File: src/rtl/async_bus_pkg.sv
package async_bus_pkg;

  typedef enum logic [2:0] {
    SQ_IDLE    = 3'd0,
    SQ_SETUP   = 3'd1,
    SQ_CEDLY   = 3'd2,
    SQ_STROBE  = 3'd3,
    SQ_WAITRDY = 3'd4,
    SQ_WAITEXT = 3'd5,
    SQ_HOLD    = 3'd6,
    SQ_PAUSE   = 3'd7
  } seq_state_t;

  // chip enable low in these phases
  function automatic logic ce_phase(seq_state_t s);
    return (s == SQ_CEDLY) || (s == SQ_STROBE) || (s == SQ_WAITRDY) ||
           (s == SQ_WAITEXT) || (s == SQ_HOLD);
  endfunction

  // OE or WE low in these phases
  function automatic logic strobe_phase(seq_state_t s);
    return (s == SQ_STROBE) || (s == SQ_WAITRDY) || (s == SQ_WAITEXT);
  endfunction

  // write data driven in these phases
  function automatic logic drive_phase(seq_state_t s);
    return (s != SQ_IDLE) && (s != SQ_PAUSE);
  endfunction

  // phases timed by the phase timer
  function automatic logic timed_phase(seq_state_t s);
    return (s != SQ_IDLE) && (s != SQ_WAITRDY);
  endfunction

endpackage

File: src/rtl/async_bus_sync.sv
module async_bus_sync #(
  parameter int STAGES = 2
) (
  input  logic clk,
  input  logic rst_n,
  input  logic d_async,
  output logic q_sync
);
  logic [STAGES-1:0] chain;

  generate
    for (genvar i = 0; i < STAGES; i++) begin : g_stage
      if (i == 0) begin : g_first
        always_ff @(posedge clk or negedge rst_n)
          if (!rst_n) chain[0] <= 1'b0;
          else        chain[0] <= d_async;
      end else begin : g_next
        always_ff @(posedge clk or negedge rst_n)
          if (!rst_n) chain[i] <= 1'b0;
          else        chain[i] <= chain[i-1];
      end
    end
  endgenerate

  assign q_sync = chain[STAGES-1];


  sync_lag_chk: assert property (@(posedge clk) disable iff (!rst_n)
    $rose(q_sync) |-> $past(d_async, STAGES));

endmodule

File: src/rtl/async_bus_phase_timer.sv
module async_bus_phase_timer #(
  parameter int FIELD_W = 6,
  parameter int MSEL_W  = 2
) (
  input  logic               clk,
  input  logic               rst_n,
  input  logic               run,
  input  logic [FIELD_W-1:0] field,
  input  logic [MSEL_W-1:0]  msel,
  output logic               last
);
  localparam int SUB_W = (1 << MSEL_W) - 1;

  logic [SUB_W-1:0]   sub_q;
  logic [SUB_W-1:0]   sub_max;
  logic [FIELD_W-1:0] unit_q;

  // multiplier minus one: 0, 1, 3, 7 ...
  assign sub_max = SUB_W'({SUB_W{1'b1}} >> (SUB_W - int'(msel)));
  assign last    = run && (sub_q == sub_max) && (unit_q == field);

  always_ff @(posedge clk or negedge rst_n) begin
    if (!rst_n) begin
      sub_q  <= '0;
      unit_q <= '0;
    end else if (!run) begin
      sub_q  <= '0;
      unit_q <= '0;
    end else if (sub_q == sub_max) begin
      sub_q  <= '0;
      unit_q <= (unit_q == field) ? '0 : unit_q + 1'b1;
    end else begin
      sub_q <= sub_q + 1'b1;
    end
  end


  unit_in_range_chk: assert property (@(posedge clk) disable iff (!rst_n)
    run |-> (unit_q <= field));

endmodule

File: src/rtl/async_bus_wait_guard.sv
module async_bus_wait_guard #(
  parameter int LIMIT = 1024
) (
  input  logic clk,
  input  logic rst_n,
  input  logic active,
  output logic expire
);
  localparam int CNT_W = $clog2(LIMIT);

  logic [CNT_W-1:0] cnt_q;

  assign expire = active && (cnt_q == CNT_W'(LIMIT - 1));

  always_ff @(posedge clk or negedge rst_n) begin
    if (!rst_n)       cnt_q <= '0;
    else if (!active) cnt_q <= '0;
    else if (!expire) cnt_q <= cnt_q + 1'b1;
  end


  expire_after_wait_chk: assert property (@(posedge clk) disable iff (!rst_n)
    expire |-> $past(active));

endmodule

File: src/rtl/async_bus_seq.sv
module async_bus_seq
  import async_bus_pkg::*;
#(
  parameter int ADDR_W  = 16,
  parameter int DATA_W  = 16,
  parameter int FIELD_W = 6,
  parameter int TIMEOUT = 1024,
  parameter int SYNC_STAGES = 2
) (
  input  logic               clk,
  input  logic               rst_n,
  input  logic               req_valid,
  output logic               req_ready,
  input  logic               req_write,
  input  logic [ADDR_W-1:0]  req_addr,
  input  logic [DATA_W-1:0]  req_wdata,
  output logic               rsp_valid,
  output logic [DATA_W-1:0]  rsp_rdata,
  output logic               rsp_err,
  output logic               busy,
  input  logic               cfg_enable,
  input  logic [1:0]         cfg_mult,
  input  logic [FIELD_W-1:0] cfg_addr_setup,
  input  logic [FIELD_W-1:0] cfg_ce_to_strobe,
  input  logic [FIELD_W-1:0] cfg_rd_width,
  input  logic [FIELD_W-1:0] cfg_wr_width,
  input  logic [FIELD_W-1:0] cfg_rd_hold,
  input  logic [FIELD_W-1:0] cfg_wr_hold,
  input  logic [FIELD_W-1:0] cfg_pause,
  input  logic               cfg_wait_en,
  input  logic [FIELD_W-1:0] cfg_wait_ext,
  output logic [ADDR_W-1:0]  bus_addr,
  output logic [DATA_W-1:0]  bus_dout,
  output logic               bus_doe,
  input  logic [DATA_W-1:0]  bus_din,
  input  logic               bus_rdy,
  output logic               bus_ce_n,
  output logic               bus_oe_n,
  output logic               bus_we_n
);
  localparam int MSEL_W = 2;

  seq_state_t st_q, st_nxt;

  // timing snapshot taken at acceptance
  logic [FIELD_W-1:0] tm_setup, tm_ce, tm_width, tm_hold, tm_pause, tm_wext;
  logic [MSEL_W-1:0]  tm_msel;
  logic               tm_wait;
  logic               wr_q;

  logic               accept;
  logic               phase_last;
  logic               rdy_s;
  logic               rdy_expire;
  logic               run;
  logic               capture;
  logic [FIELD_W-1:0] phase_field;

  assign req_ready = (st_q == SQ_IDLE);
  assign busy      = (st_q != SQ_IDLE);
  assign accept    = req_valid && req_ready;
  assign run       = timed_phase(st_q);

  async_bus_sync #(.STAGES(SYNC_STAGES)) u_rdy_sync (
    .clk     (clk),
    .rst_n   (rst_n),
    .d_async (bus_rdy),
    .q_sync  (rdy_s)
  );

  async_bus_phase_timer #(.FIELD_W(FIELD_W), .MSEL_W(MSEL_W)) u_timer (
    .clk   (clk),
    .rst_n (rst_n),
    .run   (run),
    .field (phase_field),
    .msel  (tm_msel),
    .last  (phase_last)
  );

  async_bus_wait_guard #(.LIMIT(TIMEOUT)) u_guard (
    .clk    (clk),
    .rst_n  (rst_n),
    .active (st_q == SQ_WAITRDY),
    .expire (rdy_expire)
  );

  always_comb begin
    case (st_q)
      SQ_SETUP:   phase_field = tm_setup;
      SQ_CEDLY:   phase_field = tm_ce;
      SQ_STROBE:  phase_field = tm_width;
      SQ_WAITEXT: phase_field = tm_wext;
      SQ_HOLD:    phase_field = tm_hold;
      SQ_PAUSE:   phase_field = tm_pause;
      default:    phase_field = '0;
    endcase
  end

  always_comb begin
    st_nxt = st_q;
    case (st_q)
      SQ_IDLE:    if (accept && cfg_enable) st_nxt = SQ_SETUP;
      SQ_SETUP:   if (phase_last) st_nxt = SQ_CEDLY;
      SQ_CEDLY:   if (phase_last) st_nxt = SQ_STROBE;
      SQ_STROBE:  if (phase_last) st_nxt = tm_wait ? SQ_WAITRDY : SQ_HOLD;
      SQ_WAITRDY: begin
        if (rdy_s)           st_nxt = SQ_WAITEXT;
        else if (rdy_expire) st_nxt = SQ_HOLD;
      end
      SQ_WAITEXT: if (phase_last) st_nxt = SQ_HOLD;
      SQ_HOLD:    if (phase_last) st_nxt = SQ_PAUSE;
      SQ_PAUSE:   if (phase_last) st_nxt = SQ_IDLE;
      default:    st_nxt = SQ_IDLE;
    endcase
  end

  // read data is taken on the edge that releases output enable
  assign capture = !wr_q && phase_last &&
                   (((st_q == SQ_STROBE) && !tm_wait) || (st_q == SQ_WAITEXT));

  always_ff @(posedge clk or negedge rst_n) begin
    if (!rst_n) begin
      st_q      <= SQ_IDLE;
      bus_ce_n  <= 1'b1;
      bus_oe_n  <= 1'b1;
      bus_we_n  <= 1'b1;
      bus_doe   <= 1'b0;
      bus_addr  <= '0;
      bus_dout  <= '0;
      rsp_valid <= 1'b0;
      rsp_rdata <= '0;
      rsp_err   <= 1'b0;
      wr_q      <= 1'b0;
      tm_setup  <= '0;
      tm_ce     <= '0;
      tm_width  <= '0;
      tm_hold   <= '0;
      tm_pause  <= '0;
      tm_wext   <= '0;
      tm_msel   <= '0;
      tm_wait   <= 1'b0;
    end else begin
      st_q     <= st_nxt;
      bus_ce_n <= !ce_phase(st_nxt);
      bus_oe_n <= !(strobe_phase(st_nxt) && !wr_q);
      bus_we_n <= !(strobe_phase(st_nxt) && wr_q);
      if (st_q == SQ_IDLE) bus_doe <= accept && cfg_enable && req_write;
      else                 bus_doe <= wr_q && drive_phase(st_nxt);

      rsp_valid <= (accept && !cfg_enable) || ((st_q == SQ_PAUSE) && phase_last);

      if (accept) begin
        rsp_rdata <= '0;
        rsp_err   <= 1'b0;
        if (cfg_enable) begin
          bus_addr <= req_addr;
          bus_dout <= req_wdata;
          wr_q     <= req_write;
          tm_setup <= cfg_addr_setup;
          tm_ce    <= cfg_ce_to_strobe;
          tm_width <= req_write ? cfg_wr_width : cfg_rd_width;
          tm_hold  <= req_write ? cfg_wr_hold : cfg_rd_hold;
          tm_pause <= cfg_pause;
          tm_wext  <= cfg_wait_ext;
          tm_msel  <= cfg_mult;
          tm_wait  <= cfg_wait_en;
        end
      end
      if (capture) rsp_rdata <= bus_din;
      if ((st_q == SQ_WAITRDY) && !rdy_s && rdy_expire) rsp_err <= 1'b1;
    end
  end


  strobe_needs_ce_chk: assert property (@(posedge clk) disable iff (!rst_n)
    (!bus_oe_n || !bus_we_n) |-> !bus_ce_n);


  single_strobe_chk: assert property (@(posedge clk) disable iff (!rst_n)
    bus_oe_n || bus_we_n);


  disabled_quiet_chk: assert property (@(posedge clk) disable iff (!rst_n)
    (accept && !cfg_enable) |=> (rsp_valid && !busy && bus_ce_n && (rsp_rdata == '0)));


  addr_stable_chk: assert property (@(posedge clk) disable iff (!rst_n)
    busy |=> (!busy || $stable(bus_addr)));


  rsp_when_idle_chk: assert property (@(posedge clk) disable iff (!rst_n)
    rsp_valid |-> !busy);


  wait_holds_strobe_chk: assert property (@(posedge clk) disable iff (!rst_n)
    ((st_q == SQ_WAITRDY) && !rdy_s && !rdy_expire) |=> (!bus_oe_n || !bus_we_n));

endmodule

File: config.mk
export PLATFORM = sky130hd
export DESIGN_NAME = async_bus_seq
export DESIGN_NICKNAME = d
export VERILOG_FILES = /design/src/rtl/async_bus_pkg.sv /design/src/rtl/async_bus_sync.sv /design/src/rtl/async_bus_phase_timer.sv /design/src/rtl/async_bus_wait_guard.sv /design/src/rtl/async_bus_seq.sv
export SDC_FILE = /design/constraint.sdc
export NUM_CORES = 1
export LEC_CHECK = 0
export BUFFER_PORTS_ARGS = -buffer_cell sky130_fd_sc_hd__buf_2
export CORE_MARGIN = 1
export CORE_UTILIZATION = 40
export DETAILED_ROUTE_END_ITERATION = 6
export MAX_ROUTING_LAYER = met4
export PLACE_DENSITY = 0.66
export SETUP_SLACK_MARGIN = 0.5
export SYNTH_ARGS = -nofsm -noshare
export SYNTH_HDL_FRONTEND = slang
export SYNTH_SLANG_ARGS = --single-unit
File: constraint.sdc
create_clock -name clk -period 3.75 [get_ports clk]
set_input_delay 0.375 -clock clk [delete_from_list [all_inputs] [get_ports clk]]
set_output_delay 0.375 -clock clk [all_outputs]
set_load 0.02 [all_outputs]
==> impl_metrics.yaml, run 1 <==
synthesis:
  syn-cell-area_um2: 5299
  netlist.area_leader.share: 0.5431
  yosysWarnings: 0
  synth_edf_count: 0
  synth-adder-area-share: 0.007084
  synth_top_area_cell: "dfrtp_1"
  ys_top_cells_by_area: "dfrtp_1 54%, nand2_1 16%, mux2i_1 3.8%, o21ai_0 3.1%, xnor2_1 1.8%"
  syn_inst: 570
  yosysUniqueCellTypes: 45
  synth-main-ff-cell: "dfrtp_1"
  yosys.area_share.simple: 0.2359
  synth-xor-area-share: 0.03140
  syn_nets: 678
  synth_compound_area_frac: 0.07367
  muxShareOfSynthArea: 0.06116
  synth_top_family_by_area: "simple AND/OR/NAND/NOR gates"
  yosysSeqAreaShare: 0.5580
  ys_seq_elements: 118
  synth.avg_cell_area_um2: 9.296
  synth_async_sr_flop_share: 1.000
cells_and_area:
  antenna_cells: 0
  final_nets: 833
  fillers: 1179
  drive_gt1_frac: 0.2913
  final_core_util: 0.5330
  final_cells: 910
  area_growth_pct: 28.48
grt:
  grt-ovfl-total: 0
  grt_max_degree: 86
  antenna_found_initial: 0
  grt_pass1_vias: 4366
  grt_usage: 0.2039
  grt_pass1_wl_mm: 20.36
die:
  die_area_um2: 13710
  rows: 41
  ios: 161
  coreArea_um2: 12770
  initial_core_util: 0.4148
  die_w_um: 117.1
  dieHeight_um: 117.1
setup_path:
  cp_top_family: "simple AND/OR/NAND/NOR gates"
  cp_cell_sequence: "buf_4, mux4_2, a22oi_2, xnor2_1, nor4_2, and3_1, mux2_2, o21bai_1"
  slowest_delay_ns: 0.59
  worstPathArrival_ns: 3.25
  cp_num_buf_inv: 1
  cpMaxStageDelayCell: "dfrtp_1"
  cp-start-kind: "register"
  critPathKind: "reg2reg"
  cp-end-kind: "register"
  critPathMaxFanout: 22
  critical_path.startpoint: "st_q[2]$_DFF_PN0_"
  r2r-start: "st_q[2]$_DFF_PN0_"
  required_ns: 4.09
drt:
  route.met2.wl_mm: 6.417
  firstDrtPassIters: 4
  maxUsedRoutingLayer: "met4"
  viasPerCell: 4.848
  met3WireLength_um: 457
  vias: 4412
  ant_nets: 0
  wire_per_inst_um: 14.02
  route.detailed.drc: 0
  drt_iter0_drc: 220
  drt_wl_total_mm: 12.76
  drt-met1-wl_mm: 5.668
sta:
  rsz0062_at_grt: "no"
  hold_viol: 0
  tightest_slew_ns: 0.8320
  fmax_mhz: 343.3
  slew_violations: 0
  relSlewSlack: 0.4453
  min_period_over_period: 0.7767
  fin_tns_setup_ns: 0
  setup_viol: 0
  fin_skew_ns: 0.01112
  min_period_ns: 2.913
run_status:
  status: "finished, final reports clean"
placement:
  io_buffers: 160
  dp.cells: 878
  gp_congestion: 0.8514
  dp_hpwl_mm: 9.153
cts:
  cts_hold_buf: 0
  cts_tree: "done"
  cts_setup_buffers: 0
  htreeDepth: 4
  clock_path_buffers: 2
  path_clk_slew_ns: 0.05
  cts-root-buf: "clkbuf_16"
  insertion_delay_ns: 0.41
  numCtsBuffers: 17
  cts.sinks: 118
  post_cts_resized: 0
run:
  maxCapViolCount: 0
power_and_ir_drop:
  peakVddDrop_v: 0.0004020
  leakage_nw: 3.548
  power-per-cell-area_nw_per_um2: 774.7
  finalPower_mw: 5.274
worst_hold_path:
  hp-class: "in2async"
-- registers in the layout (all words and copies together) (netlist names), 10 cells and up --
signal and flops:
bus_addr 16, u_guard.cnt_q 10, bus_dout 16, rsp_rdata 16
-- final cells by class --
cell class                 count  area, µm²  share of cell area
clock buffer                  20      446.7             0.06561
clock inverter                12      128.9             0.01893
inverter                       4      15.01            0.002205
multi-input combinational    415       2175              0.3194
sequential                   118       2957              0.4343
tap                          172      215.2             0.03161
timing repair buffer         169      870.8              0.1279
-- stage by stage --
step	instance area (µm²)	hold WS (ns)	worst slack, ns
after floorplan	5299	0.07941	1.203
after global placement	6232	0.3564	0.9713
after detailed placement	6232	0.3531	0.8635
after CTS	6808	0.04429	0.8356
after global routing	6808	0.05044	0.6061
final	6808	0.04898	0.8372
-- path summary, 6_finish.rpt --
check | end | cells past startpoint | slack, ns
worst min-delay path | rsp_rdata[3]$_DFFE_PN0P_ | 1 | 0.05
min in group clk | u_rdy_sync.chain[0]$_DFF_PN0_ | 1 | 0.07
max in group asynchronous | tm_hold[4]$_DFFE_PN0P_ | 2 | 2.80
worst min register to register | u_rdy_sync.q_sync$_DFF_PN0_ | 0 | 0.38
worst max-delay path | bus_oe_n$_DFF_PN1_ | 8 | 0.84
worst max register to register | bus_oe_n$_DFF_PN1_ | 8 | 0.84
-- worst register-to-register path, cell delays in order, from the launching register on --
cell,delay [ns]
dfrtp_1,0.59
buf_4,0.32
mux4_2,0.34
a22oi_2,0.15
xnor2_1,0.10
nor4_2,0.38
and3_1,0.44
mux2_2,0.39
o21bai_1,0.14
-- layer usage --
metal	GRT usage	up-vias
met4	0.08354	0
met3	0.04995	21
met2	0.3306	122
met1	0.2443	2083
met5	-	-
li1	-	2186
-- synthesized netlist by cell type, types with 5 or more instances --
cell,number
clkbuf_1,21
mux2i_1,20
nand2_1,232
a22oi_1,5
mux2_2,5
nor2_1,22
xnor2_1,11
dfrtp_1,115
nor3_1,14
nand3_1,12
xor2_1,8
o21ai_0,33
-- where the power goes --
group	leakage, nW	internal (mW)	total, mW	switching, mW
Sequential	1.51	1.72	2.07	0.349
Clock	0.276	0.992	1.55	0.563
Combinational	1.76	0.683	1.65	0.964
Total	3.55	3.40	5.27	1.88
-- layout by cell type (no fill, tap or decap), types with 5 or more instances in the layout --
cell type / instances
nand2_1: 232
buf_4: 10
mux2i_1: 20
dfrtp_1: 115
nor3_1: 14
xor2_1: 8
clkbuf_16: 17
xnor2_1: 11
o21ai_0: 33
a22oi_1: 5
nand3_1: 11
buf_2: 159
mux2_2: 5
nor2_1: 22
-- cell families (layout without fill, tap and decap cells) --
kind of cell             Yosys count  after routing
AO/OA/AOI/OAI                     64             64
XOR/XNOR                          19             19
adder cells (fa/ha/maj)            3              3
buffers and inverters             37            205
flip-flops                       118            118
multiplexers                      28             28
AND/OR/NAND/NOR                  301            301
Power figures use the tool's default switching activity.
==> inputs of run 2 (changes only) <==
Settings changed: PLACE_DENSITY 0.66 to 0.68.
Clock period 3.75 ns to 2.6 ns, I/O delays scaled along.
==> impl_metrics.yaml, run 2 (same netlist as run 1, synthesis figures left out) <==
run_status:
  status: "finished, final reports clean"
drt:
  ant_nets: 0
  drt_iter0_drc: 240
  vias: 4569
  wire_per_inst_um: 14.02
  route.detailed.drc: 0
  viasPerCell: 4.929
  firstDrtPassIters: 4
  drt_wl_total_mm: 13.00
setup_path:
  cp_num_buf_inv: 4
  worstPathArrival_ns: 2.73
  r2r_slack_ns: 0.20
  cp-start-kind: "register"
  path_common_cell: "buf_4"
  rr_worst_depth: 11
  cp_top_family: "buffers and inverters"
  cp-end-kind: "register"
  critPathMaxFanout: 16
  cp_cell_sequence: "buf_6, mux2_2, a22oi_2, xnor2_1, nor4_2, buf_4, nor4b_4, buf_4, clkbuf_16, nand2_1, o21ai_1"
  r2r-start: "st_q[2]$_DFF_PN0_"
  cpMaxStageDelayCell: "dfrtp_2"
  r2r-end: "rsp_rdata[3]$_DFFE_PN0P_"
  required_ns: 2.93
  critPathKind: "reg2reg"
  slowest_delay_ns: 0.46
die:
  rows: 41
  initial_core_util: 0.4148
  die_area_um2: 13710
  die_w_um: 117.1
  dieHeight_um: 117.1
  ios: 161
  coreArea_um2: 12770
sta:
  slew_violations: 0
  min_period_ns: 2.396
  min_period_over_period: 0.9215
  tightest_slew_ns: 0.6086
  fin_skew_ns: 0.009569
  relSlewSlack: 0.5933
  setup_viol: 0
  rsz0062_at_grt: "yes"
  fmax_mhz: 417.4
  fin_tns_setup_ns: 0
  hold_viol: 0
placement:
  io_buffers: 160
  gp_congestion: 0.8168
  dp_hpwl_mm: 9.149
  placed_cell_area_um2: 6350
power_and_ir_drop:
  peakVddDrop_v: 0.0005666
  leakage_nw: 3.675
  power-per-cell-area_nw_per_um2: 1114
cts:
  cts-root-buf: "clkbuf_16"
  htreeDepth: 4
  insertion_delay_ns: 0.41
  cts_tree: "done"
  numCtsBuffers: 17
  cts.sinks: 118
  path_clk_slew_ns: 0.05
  clock_path_buffers: 2
worst_hold_path:
  hp-class: "in2reg"
  hp-start: "req_wdata[9]"
  hold_end: "bus_dout[9]$_DFFE_PN0P_"
  whs_path_depth: 3
grt:
  grt_max_degree: 86
  grt_pass1_vias: 4527
  grt-ovfl-total: 0
  grt_usage: 0.2115
  antenna_found_initial: 0
  grt_pass1_wl_mm: 21.33
cells_and_area:
  antenna_cells: 0
  fillers: 1159
  final_nets: 852
  drive_gt1_frac: 0.3179
  final_area_um2: 7078
  area_growth_pct: 33.58
  final_common_cell: "nand2_1"
  final_cell_mix: "232 x nand2_1, 159 x buf_2, 112 x dfrtp_1"
  top_regs: "bus_addr: 16 flops, bus_dout: 16 flops, rsp_rdata: 16 flops"
run:
  maxCapViolCount: 0
[run 2: metrics by stage]
step | hold WS (ns) | util | total power, mW | setup WS [ns] | instances
after global placement | 0.2991 | 0.4971 | 5.436 | 0.1143 | 887
after CTS | 0.01827 | 0.5492 | 7.927 | 0.2253 | 923
final | 0.03803 | 0.5541 | 7.885 | 0.2041 | 927
after detailed placement | 0.3070 | 0.4971 | 5.512 | 0.05179 | 887
after global routing | 0.03509 | 0.5541 | 8.412 | 0.06025 | 927
after floorplan | -0.03559 | - | 4.679 | 0.3500 | 570
[run 2: tightest hold or removal path: cells and delay by family]
family                 cells  cell delay, ns
buffers and inverters      1            0.07
and+or+nand+nor            2            0.08
[run 2: what timing repair did]
action | CTS | global route
gates cloned | 0 | 1
gates resized for setup | 17 | 3
setup buffers | 4 | 3
setup endpoints to repair | 32 | 41
hold buffers | 2 | 0
pin swaps | 9 | 1
endpoints found under the hold margin | 46 | 0
[run 2: area by class of cell]
class	count	area [µm²]	area share
Clock buffer	26	489.2	0.06912
Timing Repair Buffer	188	1076	0.1520
Multi-Input combinational cell	415	2252	0.3182
Tap cell	172	215.2	0.03040
Clock inverter	4	70.07	0.009899
Sequential cell	118	2960	0.4182
Inverter	4	15.01	0.002121
[run 2: routing by layer]
layer / GRT usage / part of all wire / wire length (µm) / vias to the layer above
met1: 0.2495 / 0.42 / 5504 / 2182
met2: 0.3436 / 0.51 / 6573 / 131
met5: - / 0 / 0 / -
met4: 0.1030 / 0.027 / 355 / 0
met3: 0.04686 / 0.043 / 564 / 27
li1: - / - / - / 2229
[run 2: worst max path at each step]
stage / from / cells past startpoint / end
6_report: st_q[2]$_DFF_PN0_ / 11 / rsp_rdata[3]$_DFFE_PN0P_
5_1_grt: st_q[0]$_DFF_PN0_ / 12 / rsp_rdata[8]$_DFFE_PN0P_
4_1_cts: st_q[0]$_DFF_PN0_ / 11 / rsp_rdata[12]$_DFFE_PN0P_
3_5_place_dp: st_q[0]$_DFF_PN0_ / 7 / bus_oe_n$_DFF_PN1_
3_3_place_gp: st_q[2]$_DFF_PN0_ / 9 / bus_oe_n$_DFF_PN1_
2_1_floorplan: st_q[0]$_DFF_PN0_ / 11 / bus_oe_n$_DFF_PN1_
[run 2: report_power, final]
group          switching (mW)  internal [mW]
Combinational            1.53           1.19
Sequential              0.452           2.49
Clock                   0.752           1.47
==> inputs of run 3 (changes only) <==
Settings changed: CORE_MARGIN 1 to 3, PLACE_DENSITY 0.68 to 0.66.
Clock period 2.6 ns to 2.5 ns, I/O delays scaled along.
==> impl_metrics.yaml, run 3 (same netlist as run 1, synthesis figures left out) <==
cells_and_area:
  final_common_cell: "nand2_1"
  final_cell_mix: "219 x nand2_1, 158 x buf_2, 114 x dfrtp_1"
  final_core_util: 0.5652
  drive_gt1_frac: 0.3495
  area_growth_pct: 36.25
  fillers: 1160
  final_area_um2: 7219
  final_nets: 860
  antenna_cells: 0
  top_regs: "bus_addr: 16 flops, bus_dout: 16 flops, rsp_rdata: 16 flops"
drt:
  firstDrtPassIters: 5
  wire_per_inst_um: 14.89
  ant_nets: 0
  drt_iter0_drc: 286
  viasPerCell: 4.872
  vias: 4546
  drt_wl_total_mm: 13.89
  route.detailed.drc: 0
cts:
  clock_path_buffers: 2
  htreeDepth: 4
  cts-root-buf: "clkbuf_16"
  insertion_delay_ns: 0.41
  numCtsBuffers: 17
  path_clk_slew_ns: 0.05
  cts.sinks: 118
  cts_tree: "done"
setup_path:
  cp_cell_sequence: "buf_6, mux4_2, a22oi_2, xnor2_1, nor2_2, nand3_1, nor4b_4, buf_6, clkbuf_16, o21ai_0"
  cp_top_family: "simple AND/OR/NAND/NOR gates"
  worstPathArrival_ns: 2.71
  cp_num_buf_inv: 3
  critPathKind: "reg2reg"
  cpMaxStageDelayCell: "mux4_2"
  cp-start-kind: "register"
  slowest_delay_ns: 0.50
  path_common_cell: "buf_6"
  required_ns: 2.79
  critPathMaxFanout: 8
  cp-end-kind: "register"
die:
  coreArea_um2: 12770
  die_area_um2: 14660
  ios: 161
  initial_core_util: 0.4148
  die_w_um: 121.1
  dieHeight_um: 121.1
  rows: 41
power_and_ir_drop:
  power_frac_comb: 0.359
  internal_power_mw: 5.161
  power-per-cell-area_nw_per_um2: 1112
  p_sw_mw: 2.867
  power.share.clock: 0.259
  leakage_nw: 3.757
  swShare: 0.3571
  peakVddDrop_v: 0.0006290
  pwr-share-seq: 0.382
  finalPower_mw: 8.028
grt:
  grt-ovfl-total: 0
  grt_usage: 0.1947
  grt_max_degree: 86
  grt_pass1_wl_mm: 21.83
  antenna_found_initial: 0
  grt_pass1_vias: 4615
sta:
  fin_skew_ns: 0.01064
  min_period_over_period: 0.9678
  setup_viol: 0
  tightest_slew_ns: 0.6061
  slew_violations: 0
  min_period_ns: 2.420
  rsz0062_at_grt: "yes"
  fmax_mhz: 413.3
  holdWs_ns: 0.02167
  relSlewSlack: 0.5959
  hold_viol: 0
run:
  maxCapViolCount: 0
placement:
  gp_congestion: 0.9433
  placed_cell_area_um2: 6357
  dp_hpwl_mm: 9.451
  io_buffers: 160
run_status:
  status: "finished, final reports clean"
worst_hold_path:
  hp-class: "in2reg"
[run 3: cell count changes in the layout (fill, tap and decap cells not counted), sizes merged]
cell | previous run | this run
buf | 185 | 190
bufinv | 2 | 0
clkbuf | 27 | 26
clkinv | 2 | 6
[run 3: metrics by stage]
stage	instances	worst slack, ns	TNS [ns]
floorplan	570	0.2515	0
global placement	888	0.08860	0
detailed placement	888	-0.005183	-0.005183
CTS	925	0.1444	0
global route	933	-0.01171	-0.03199
finish	933	0.08049	0
[run 3: area by class of cell]
cell class	count	area, µm²	share of cell area
Clock buffer	22	474.2	0.06568
Clock inverter	6	30.03	0.004159
Inverter	4	15.01	0.002080
Multi-Input combinational cell	415	2300	0.3185
Sequential cell	118	2958	0.4097
Tap cell	172	215.2	0.02981
Timing Repair Buffer	196	1227	0.1700
[run 3: final timing paths]
kind                                               startpoint                          end  slack [ns]  depth (start not counted)
min in group asynchronous                               rst_n     rsp_rdata[1]$_DFFE_PN0P_        0.40                          2
worst max-delay path                        st_q[0]$_DFF_PN0_    rsp_rdata[14]$_DFFE_PN0P_        0.08                         10
worst max register to register              st_q[0]$_DFF_PN0_    rsp_rdata[14]$_DFFE_PN0P_        0.08                         10
worst min register to register  u_rdy_sync.chain[0]$_DFF_PN0_  u_rdy_sync.q_sync$_DFF_PN0_        0.37                          0
max in group asynchronous                               rst_n           bus_we_n$_DFF_PN1_        1.39                          3
worst min-delay path                             req_wdata[6]      bus_dout[6]$_DFFE_PN0P_        0.02                          3
[run 3: power groups by stage]
stage	Combinational (mW)	Clock [mW]	Sequential, mW
final	2.88	2.08	3.07
after global routing	3.20	2.24	3.14
after CTS	2.79	2.13	3.05
after detailed placement	2.67	0	3.06
after global placement	2.58	0	3.07
after floorplan	1.58	0	3.29
[run 3: layer usage]
| metal | track usage | share of wire | vias to the layer above |
|---|---|---|---|
| li1 | - | - | 2241 |
| met1 | 0.2375 | 0.43 | 2165 |
| met2 | 0.3126 | 0.51 | 125 |
| met3 | 0.05268 | 0.048 | 15 |
| met4 | 0.07082 | 0.017 | 0 |
| met5 | - | 0 | - |
[run 3: what timing repair did]
action                                 in CTS  in global routing
buffers inserted                            7                  3
resized for setup                           8                 40
setup endpoints to repair                 105                 73
cloned                                      0                  5
pin swaps                                   1                  9
endpoints found under the hold margin      44                  0
hold buffers                                2                  0
[run 3: worst register-to-register path, cell delays in order, from the launching register on]
cell and delay (ns):
dfrtp_1 0.37, buf_6 0.14, mux4_2 0.51, a22oi_2 0.19, xnor2_1 0.12, nor2_2 0.17
nand3_1 0.14, nor4b_4 0.24, buf_6 0.17, clkbuf_16 0.17, o21ai_0 0.09
